### config.mk
export PLATFORM = sky130hd
export DESIGN_NAME = bank_cmd_tracker
export DESIGN_NICKNAME = d
export VERILOG_FILES = /design/src/rtl/bank_trk_pkg.sv /design/src/rtl/bank_trk_decode.sv /design/src/rtl/bank_trk_fsm.sv /design/src/rtl/bank_cmd_tracker.sv
export SDC_FILE = /design/constraint.sdc
export NUM_CORES = 1
export LEC_CHECK = 0
export BUFFER_PORTS_ARGS = -buffer_cell sky130_fd_sc_hd__buf_2
export CAP_MARGIN = 20
export CORE_ASPECT_RATIO = 1.25
export CORE_MARGIN = 2
export CORE_UTILIZATION = 41
export DETAILED_ROUTE_END_ITERATION = 6
export PLACE_DENSITY = 0.77
export SLEW_MARGIN = 20
export SYNTH_ARGS = -nofsm -noshare
export SYNTH_HDL_FRONTEND = slang
export SYNTH_SLANG_ARGS = --single-unit
### constraint.sdc
create_clock -name clk -period 2.2 [get_ports clk]
set_input_delay 0.22 -clock clk [delete_from_list [all_inputs] [get_ports clk]]
set_output_delay 0.22 -clock clk [all_outputs]
set_load 0.01 [all_outputs]
### src/rtl/bank_trk_pkg.sv
package bank_trk_pkg;

    typedef enum logic [2:0] {
        OP_NOP   = 3'd0,
        OP_ACT   = 3'd1,
        OP_READ  = 3'd2,
        OP_WRITE = 3'd3,
        OP_PRE   = 3'd4
    } cmd_op_e;

    typedef enum logic [1:0] {
        BK_IDLE      = 2'd0,
        BK_OPEN      = 2'd1,
        BK_AUTOCLOSE = 2'd2
    } bank_st_e;

    localparam int BL4_CLKS = 2;
    localparam int BL8_CLKS = 4;
    localparam int CNT_W    = $clog2(BL8_CLKS + 1);

endpackage

### src/rtl/bank_trk_decode.sv
module bank_trk_decode
    import bank_trk_pkg::*;
#(
    parameter int NUM_BANKS = 8,
    parameter int BANK_W    = $clog2(NUM_BANKS)
) (
    input  logic [2:0]           op,
    input  logic [BANK_W-1:0]    bank,
    input  logic [NUM_BANKS-1:0] is_idle,
    input  logic [NUM_BANKS-1:0] is_open,
    output logic                 legal,
    output logic                 illegal,
    output logic                 rw_legal,
    output logic [NUM_BANKS-1:0] act_sel,
    output logic [NUM_BANKS-1:0] rw_sel,
    output logic [NUM_BANKS-1:0] pre_sel
);

    logic [NUM_BANKS-1:0] onehot;
    logic                 tgt_idle;
    logic                 tgt_open;

    always_comb begin
        onehot   = NUM_BANKS'(1) << bank;
        tgt_idle = is_idle[bank];
        tgt_open = is_open[bank];
        legal    = 1'b0;
        illegal  = 1'b0;
        rw_legal = 1'b0;
        act_sel  = '0;
        rw_sel   = '0;
        pre_sel  = '0;
        unique case (cmd_op_e'(op))
            OP_NOP: ;
            OP_ACT: begin
                legal   = tgt_idle;
                illegal = !tgt_idle;
                act_sel = tgt_idle ? onehot : '0;
            end
            OP_READ, OP_WRITE: begin
                legal    = tgt_open;
                illegal  = !tgt_open;
                rw_legal = tgt_open;
                rw_sel   = tgt_open ? onehot : '0;
            end
            OP_PRE: begin
                legal   = 1'b1;
                pre_sel = onehot;
            end
            default: illegal = 1'b1;
        endcase
    end

endmodule

### src/rtl/bank_trk_fsm.sv
module bank_trk_fsm
    import bank_trk_pkg::*;
#(
    parameter int ROW_W = 12
) (
    input  logic             clk,
    input  logic             rst_n,
    input  logic             act_go,
    input  logic             rw_go,
    input  logic             rw_ap,
    input  logic             rw_bl8,
    input  logic             pre_go,
    input  logic [ROW_W-1:0] act_row,
    output logic             is_idle,
    output logic             is_open,
    output logic             is_live,
    output logic [ROW_W-1:0] row_q,
    output logic             close_pulse
);

    bank_st_e         state_q;
    bank_st_e         state_d;
    logic [CNT_W-1:0] cnt_q;
    logic             last_beat;

    assign last_beat = (cnt_q == CNT_W'(1));

    // state register
    always_ff @(posedge clk) begin
        if (!rst_n) state_q <= BK_IDLE;
        else        state_q <= state_d;
    end

    // transitions: open, close, arm, expire
    always_comb begin
        state_d = state_q;
        unique case (state_q)
            BK_IDLE:      if (act_go) state_d = BK_OPEN;
            BK_OPEN: begin
                if (pre_go)              state_d = BK_IDLE;
                else if (rw_go && rw_ap) state_d = BK_AUTOCLOSE;
            end
            BK_AUTOCLOSE: if (last_beat) state_d = BK_IDLE;
            default:      state_d = BK_IDLE;
        endcase
    end

    // registered outputs: row record, burst countdown, close pulse
    always_ff @(posedge clk) begin
        if (!rst_n) begin
            row_q       <= '0;
            cnt_q       <= '0;
            close_pulse <= 1'b0;
        end else begin
            close_pulse <= 1'b0;
            if (state_q == BK_IDLE && act_go) row_q <= act_row;
            unique case (state_q)
                BK_OPEN: if (rw_go && rw_ap && !pre_go)
                    cnt_q <= rw_bl8 ? CNT_W'(BL8_CLKS) : CNT_W'(BL4_CLKS);
                BK_AUTOCLOSE: begin
                    cnt_q       <= cnt_q - CNT_W'(1);
                    close_pulse <= last_beat;
                end
                default: ;
            endcase
        end
    end

    assign is_idle = (state_q == BK_IDLE);
    assign is_open = (state_q == BK_OPEN);
    assign is_live = (state_q != BK_IDLE);

endmodule

### src/rtl/bank_cmd_tracker.sv
module bank_cmd_tracker
    import bank_trk_pkg::*;
#(
    parameter int NUM_BANKS = 8,
    parameter int ROW_W     = 12,
    parameter int COL_W     = 9,
    parameter int BANK_W    = $clog2(NUM_BANKS)
) (
    input  logic                       clk,
    input  logic                       rst_n,
    input  logic [2:0]                 cmd_op,
    input  logic                       cmd_ap,
    input  logic                       cmd_bl8,
    input  logic [BANK_W-1:0]          cmd_bank,
    input  logic [ROW_W-1:0]           cmd_row,
    input  logic [COL_W-1:0]           cmd_col,
    output logic                       cmd_ok,
    output logic                       cmd_err,
    output logic                       acc_valid,
    output logic [COL_W-1:0]           acc_col,
    output logic [NUM_BANKS-1:0]       bank_open,
    output logic [NUM_BANKS*ROW_W-1:0] open_rows,
    output logic [NUM_BANKS-1:0]       ap_close
);

    localparam logic [COL_W-1:0] COL_MASK = ~COL_W'(3);

    logic [NUM_BANKS-1:0] is_idle;
    logic [NUM_BANKS-1:0] is_open;
    logic [NUM_BANKS-1:0] act_sel;
    logic [NUM_BANKS-1:0] rw_sel;
    logic [NUM_BANKS-1:0] pre_sel;
    logic                 legal;
    logic                 illegal;
    logic                 rw_legal;

    bank_trk_decode #(
        .NUM_BANKS(NUM_BANKS),
        .BANK_W   (BANK_W)
    ) u_decode (
        .op      (cmd_op),
        .bank    (cmd_bank),
        .is_idle (is_idle),
        .is_open (is_open),
        .legal   (legal),
        .illegal (illegal),
        .rw_legal(rw_legal),
        .act_sel (act_sel),
        .rw_sel  (rw_sel),
        .pre_sel (pre_sel)
    );

    for (genvar b = 0; b < NUM_BANKS; b++) begin : g_bank
        bank_trk_fsm #(.ROW_W(ROW_W)) u_fsm (
            .clk        (clk),
            .rst_n      (rst_n),
            .act_go     (act_sel[b]),
            .rw_go      (rw_sel[b]),
            .rw_ap      (cmd_ap),
            .rw_bl8     (cmd_bl8),
            .pre_go     (pre_sel[b]),
            .act_row    (cmd_row),
            .is_idle    (is_idle[b]),
            .is_open    (is_open[b]),
            .is_live    (bank_open[b]),
            .row_q      (open_rows[b*ROW_W +: ROW_W]),
            .close_pulse(ap_close[b])
        );
    end

    always_ff @(posedge clk) begin
        if (!rst_n) begin
            cmd_ok    <= 1'b0;
            cmd_err   <= 1'b0;
            acc_valid <= 1'b0;
            acc_col   <= '0;
        end else begin
            cmd_ok    <= legal;
            cmd_err   <= illegal;
            acc_valid <= rw_legal;
            if (rw_legal) acc_col <= cmd_col & COL_MASK;
        end
    end

endmodule

# Yosys cells after proc, flatten, opt, wreduce, memory -nomap -nowiden
# Index checks and enable logic that the tools add are counted.
dict set report word_totals {
  ff_bits 154
  latchBits 0
  ram_bits 0
  romBits 0
  memories 0
}
dict set report op_classes {
  addsub 8
  multipliers 0
  div_mod_pow 0
  magnitude_cmp 1
  n_eq_ne 60
  shifts 1
  mux 69
  bitwise 0
  n_reduce_logical 85
}
# operator n
set op_table {}
lappend op_table {{2-bit two-way mux} 32}
lappend op_table {{2-bit one-hot mux with 3 select lines} 8}
lappend op_table {{3-bit one-hot mux with 2 select lines} 8}
lappend op_table {{8-bit two-way mux} 5}
lappend op_table {{2-bit inequality test (second input constant)} 16}
lappend op_table {{2-bit AND reduction} 16}
lappend op_table {{2-bit nonzero test} 16}
lappend op_table {{3-bit by 1-bit equality test with 1-bit output (second input constant)} 9}
lappend op_table {{3-bit two-way mux} 9}
lappend op_table {{1-bit logical AND} 24}
lappend op_table {{3-bit inequality test (second input constant)} 8}
lappend op_table {{3-bit AND reduction} 8}
lappend op_table {{3-bit by 1-bit subtractor with 3-bit output (second input constant)} 8}
lappend op_table {{2-bit by 1-bit equality test with 1-bit output (second input constant)} 8}
lappend op_table {{2-bit equality test (second input constant)} 8}
lappend op_table {{2-bit zero test} 8}
lappend op_table {{2-bit by 1-bit inequality test with 1-bit output (second input constant)} 8}
lappend op_table {{1-bit zero test} 10}
lappend op_table {{1-bit by 3-bit << shifter with 8-bit output (first input constant)} 1}
lappend op_table {{1-bit binary-select mux with 3-bit select} 2}
lappend op_table {{3-bit by 2-bit equality test with 1-bit output (second input constant)} 2}
lappend op_table {{1-bit one-hot mux with 3 select lines} 2}
lappend op_table {{3-bit by 4-bit less-than comparator with 1-bit output (second input constant)} 1}
lappend op_table {{2-bit OR reduction} 2}
lappend op_table {{other kinds (3)} 5}

# Longest topological paths before layout
dict set report logic_depth {
  ltp_word 9
  mapped_depth 8
}

# Hierarchy
# Synthesis repeated with hierarchy kept, for this count alone.
dict set report hier_totals {
  hier_cells 818
  hier_area_um2 6652.6
}
# mod instances cells_per_inst area_each_um2 seq_area_each_um2
set by_module_without_submodules {}
lappend by_module_without_submodules {bank_trk_fsm 8 91 735.7 360.3}
lappend by_module_without_submodules {bank_trk_decode 1 59 402.9 0.0}
lappend by_module_without_submodules {bank_cmd_tracker 1 31 364.1 200.2}

# Least setup slack after synthesis
# OpenSTA, ideal clock, no wires.
dict set report synth_timing {
  path_type {register to register}
  startpoint {reg g_bank[3].u_fsm.state_q[0]}
  endpoint {reg g_bank[5].u_fsm.state_q[0]}
  arrival_time_ns 2.056
  required_time_ns 2.114
  path_slack_ns 0.058
  stages_incl_launch_ff 7
  path_buffers 1
  period_less_slack_ns 2.142
  path_cell_list {dfxtp_1 or2_2 nor2b_1 a2111oi_4 o2111ai_2 buf_4 a211oi_1}
}
dict set report synth_between {
  elab_chain_cells 8
  word_cells_on_any_way 14
}
# item line_no
set synth_lines {}
lappend synth_lines {{from (decl)} bank_trk_fsm.sv:21} ;# bank_st_e state_q;
lappend synth_lines {{from (signal assigned)} bank_trk_fsm.sv:31} ;# else state_q <= state_d;
lappend synth_lines {{2-bit by 1-bit equality test with 1-bit output} bank_trk_fsm.sv:70} ;# assign is_open = (state_q == BK_OPEN);
lappend synth_lines {{1-bit binary-select mux with 3-bit select} bank_trk_decode.sv:26} ;# tgt_open = is_open[bank];
lappend synth_lines {{1-bit two-way mux (not written as such)} bank_trk_decode.sv:26}
lappend synth_lines {{8-bit two-way mux} bank_trk_decode.sv:44} ;# rw_sel = tgt_open ? onehot : '0;
lappend synth_lines {{8-bit two-way mux} bank_trk_decode.sv:33} ;# unique case (cmd_op_e'(op))
lappend synth_lines {{1-bit logical AND} bank_trk_fsm.sv:41} ;# else if (rw_go && rw_ap) state_d = BK_AUTOCLOSE;
lappend synth_lines {{3-bit inequality test (no source line)} n/a}
lappend synth_lines {{3-bit AND reduction (no source line) *} n/a}
lappend synth_lines {{to (signal assigned)} bank_trk_fsm.sv:31}
lappend synth_lines {{to (decl)} bank_trk_fsm.sv:21}
# Mark *: on every way between the ends. The rest lies on a longest branch, timed or not. The select of a mux whose other input is x is not followed.
# A chain may end at the register's enable or synchronous reset.

# Final worst setup path
# Same ends and word-level chain as after synthesis.

==> metrics.txt <==
number of antenna violations at the first check in global routing=0; Reg clk slew, reported paths=0.07 ns; gr ovfl total=0; sequential share of the synthesized area=0.461; HPWL after DPL=11.9 mm; worst voltage drop across the vdd grid=426 uV; pin count of the biggest net entering global routing=93; Final Hold Slack=around 0.045 ns; Die Footprint=between 15000 and 20000 um^2; remaining design rule violation count=0; CTS tree=built; Final Hold Vio Count=0; fraction of final layout cells sized beyond drive strength 1=0.270; Vias=between 5000 and 6000; CTS H-tree depth=4; last element of the critical path=g_bank[5].u_fsm.state_q[0]; FF-to-FF End=g_bank[5].u_fsm.state_q[0]; transition time at the pin with the least slew margin=roughly 0.76 ns; reg-to-reg startpoint=g_bank[3].u_fsm.state_q[0]; Async SR Flop Fraction=0; number of max-capacitance violations reported=0; status=complete, no violations; Tmin final=around 2.0 ns; Post-Synthesis Mean Instance Area=9.22 um^2; routed wire length per instance=15.9 um; initial standard-cell utilization of the core=0.416; yosys warns=0; vias in the first global route=roughly 5500; instance count of the mapped netlist=726; ratio of total power to cell area=738 nW/um^2; required arrival time at the worst endpoint=2.54 ns; Buffers on Ports=150; # rows=52; Routability Congestion=0.847; Pleak=4.16 nW; Synth Flop Type=dfxtp_1; number of search-and-repair iterations in the first detailed-routing pass=5; buffer levels on the longest clock path=2; worst-path maximum fanout=13; first element of the critical path=g_bank[3].u_fsm.state_q[0]; number of nets at the end of the flow=about 910; class of the tightest hold or removal check=input port to register; DIE HEIGHT=~150 um; clock tree skew after final layout=between 0.01 and 0.015 ns; number of buffers inserted during clock tree synthesis=17; number of cell instances on the worst register-to-register path=7; final number of setup-violating endpoints=0; top-level I/O count=approximately 160; setup TNS=0 ns; routed via count divided by cell count=roughly 5; post-detailed-routing wire length=between 15 and 20 mm; count of clock tree sinks=about 150; count of pins over their slew limit=0; diode count=0; final clock period utilization by the worst path=0.905; hold path depth=3; critical path class=register to register; core area=approximately 16000 um^2; global router's overall resource usage=0.199; unrepaired setup endpoints after global routing=no; first-pass GRT wire length=about 28 mm; Detail Route Antenna Nets=0; Max Freq=~500 MHz; DRC violation total after the first TritonRoute iteration=205; count of state elements after synthesis=154; Worst EP arrival=2.33 ns; total power draw=6.07 mW; count of unique library cells instantiated by Yosys=between 40 and 50; category of the worst setup path launch point=register; fill cell count=1505; area of the mapped netlist=between 6000 and 7000 um^2; headroom to the max-slew limit=0.496; r2r setup slk=0.21 ns; clock latency of the later-clocked register in the worst-skew pair=around 0.43 ns; Clock Root Buffer=clkbuf_16; EDFF count, synth=0; overall die width=roughly 120 um; Layout Area Growth over Synthesis=23.0%; crit end category=register
==> registers in the layout, indices dropped and copies added (netlist names) <==
signal,cells
g_bank.u_fsm.row_q,96
g_bank.u_fsm.cnt_q,24
g_bank.u_fsm.state_q,16
g_bank.u_fsm.close_pulse,8
acc_col,7
acc_valid,1
cmd_err,1
cmd_ok,1
==> layer usage <==
metal	track usage	up-vias	part of all wire
met2	0.333	167	0.50
met3	0.0505	44	0.058
met5	0	-	0
li1	-	2734	-
met4	0.102	0	0.031
met1	0.234	2654	0.41
==> where the power goes <==
group | total (mW) | internal, mW | switching [mW]
Sequential | 2.82 | 2.81 | 0.0104
Combinational | 0.308 | 0.0976 | 0.211
Clock | 2.95 | 1.54 | 1.41
==> cell usage in the layout (no fill, tap or decap), drive strengths merged, types with 4 or more instances in the layout <==
cell type	synthesis	final
a211oi	10	10
a21oi	26	26
a31o	4	4
a31oi	5	5
and3	5	5
buf	31	174
clkbuf	29	17
clkinv	0	6
dfxtp	154	154
ha	16	16
inv	22	31
mux2i	103	103
nand2	132	132
nand2b	19	19
nand3	11	11
nand3b	5	5
nor2	44	44
nor2b	16	16
nor3	11	11
nor3b	5	5
o2111ai	4	4
o211ai	12	12
o21a	4	4
o21ai	14	14
o22ai	4	4
or2	11	11
==> layout make-up <==
type / instances / area (um^2) / area share
clock inverters: 15 / 173 / 0.0210
well taps: 216 / 270 / 0.0328
repair buffers: 174 / 971 / 0.118
multi-input cells: 491 / 3220 / 0.392
flip-flops and latches: 154 / 3080 / 0.375
clock buffers: 17 / 425 / 0.0517
inverters: 22 / 82.6 / 0.0100
==> critical path, cell delays in order (launching register included) <==
cell,delay (ns)
dfxtp_1,0.33
or2_2,0.32
nor2b_1,0.17
a2111oi_4,0.30
buf_4,0.22
o2111ai_2,0.10
buf_4,0.24
a211oi_1,0.22
==> metrics by stage <==
| step | std cells | setup WS [ns] | cell area, um^2 | utilization |
|---|---|---|---|---|
| 2_1_floorplan | 727 | 0.0583 | 6700 | - |
| 3_3_place_gp | 1057 | 0.152 | 7630 | 0.475 |
| 3_5_place_dp | 1057 | 0.146 | 7630 | 0.475 |
| 4_1_cts | 1089 | 0.190 | 8220 | 0.512 |
| 5_1_grt | 1089 | 0.0662 | 8230 | 0.512 |
| 6_report | 1089 | 0.210 | 8230 | 0.512 |
==> timing repair <==
item	4_1_cts	5_1_grt
setup endpoints to repair	0	1
hold buffers	0	0
resized for setup	0	1
setup buffers	0	0
==> Yosys cell counts, types with 2 or more instances <==
| cell type | n | area (um^2) |
|---|---|---|
| o211ai_2 | 5 | 62.6 |
| o21ai_0 | 14 | 70.1 |
| or3b_2 | 2 | 17.5 |
| and4_1 | 3 | 26.3 |
| clkbuf_1 | 29 | 109 |
| buf_4 | 21 | 158 |
| o21bai_1 | 2 | 15.0 |
| o211ai_1 | 7 | 52.6 |
| inv_1 | 22 | 82.6 |
| nand3b_1 | 5 | 37.5 |
| nor2_1 | 44 | 165 |
| buf_2 | 6 | 30.0 |
| or2_2 | 11 | 68.8 |
| a21oi_1 | 26 | 130 |
| a31o_2 | 4 | 35.0 |
| nand4_1 | 3 | 18.8 |
| dfxtp_1 | 154 | 3080 |
| and3_1 | 5 | 31.3 |
| nand3_1 | 11 | 55.1 |
| o21a_1 | 4 | 30.0 |
| o22ai_1 | 4 | 25.0 |
| a211o_1 | 2 | 17.5 |
| nand2b_1 | 19 | 119 |
| nor3b_1 | 5 | 37.5 |
| mux2i_1 | 103 | 1030 |
| mux2_2 | 2 | 22.5 |
| a211oi_1 | 10 | 75.1 |
| a31oi_1 | 5 | 31.3 |
| nor4_1 | 3 | 18.8 |
| nor3_1 | 10 | 50.1 |
| nand2_1 | 132 | 495 |
| o2111ai_2 | 3 | 45.0 |
| ha_1 | 16 | 200 |
| buf_1 | 4 | 15.0 |
| nor2b_1 | 16 | 100 |
| o311ai_0 | 3 | 26.3 |
==> how the worst min path moves through the flow <==
stage                                   from                       end  slack [ns]
floorplan                         cmd_col[2]                acc_col[2]        0.38
global placement    g_bank[6].u_fsm.row_q[3]  g_bank[6].u_fsm.row_q[3]        0.44
detailed placement  g_bank[6].u_fsm.row_q[5]  g_bank[6].u_fsm.row_q[5]        0.45
CTS                               cmd_col[8]                acc_col[8]        0.03
global route                      cmd_col[8]                acc_col[8]        0.03
finish                            cmd_col[8]                acc_col[8]        0.04
==> logic make-up (layout without fill, tap and decap cells) <==
kind of cell,count (synthesis),in the layout,share of synthesized area
and+or+nand+nor,271,271,0.188
adders and majority gates,16,16,0.0299
muxes,105,105,0.157
other,1,2,0.000560
xor gates and xnor gates,1,1,0.00131
AOI/OAI and AO/OA,96,96,0.103
buffers and inverters,82,228,0.0589
DFF,154,154,0.461
Note: power is estimated with default switching activity, not from simulation.
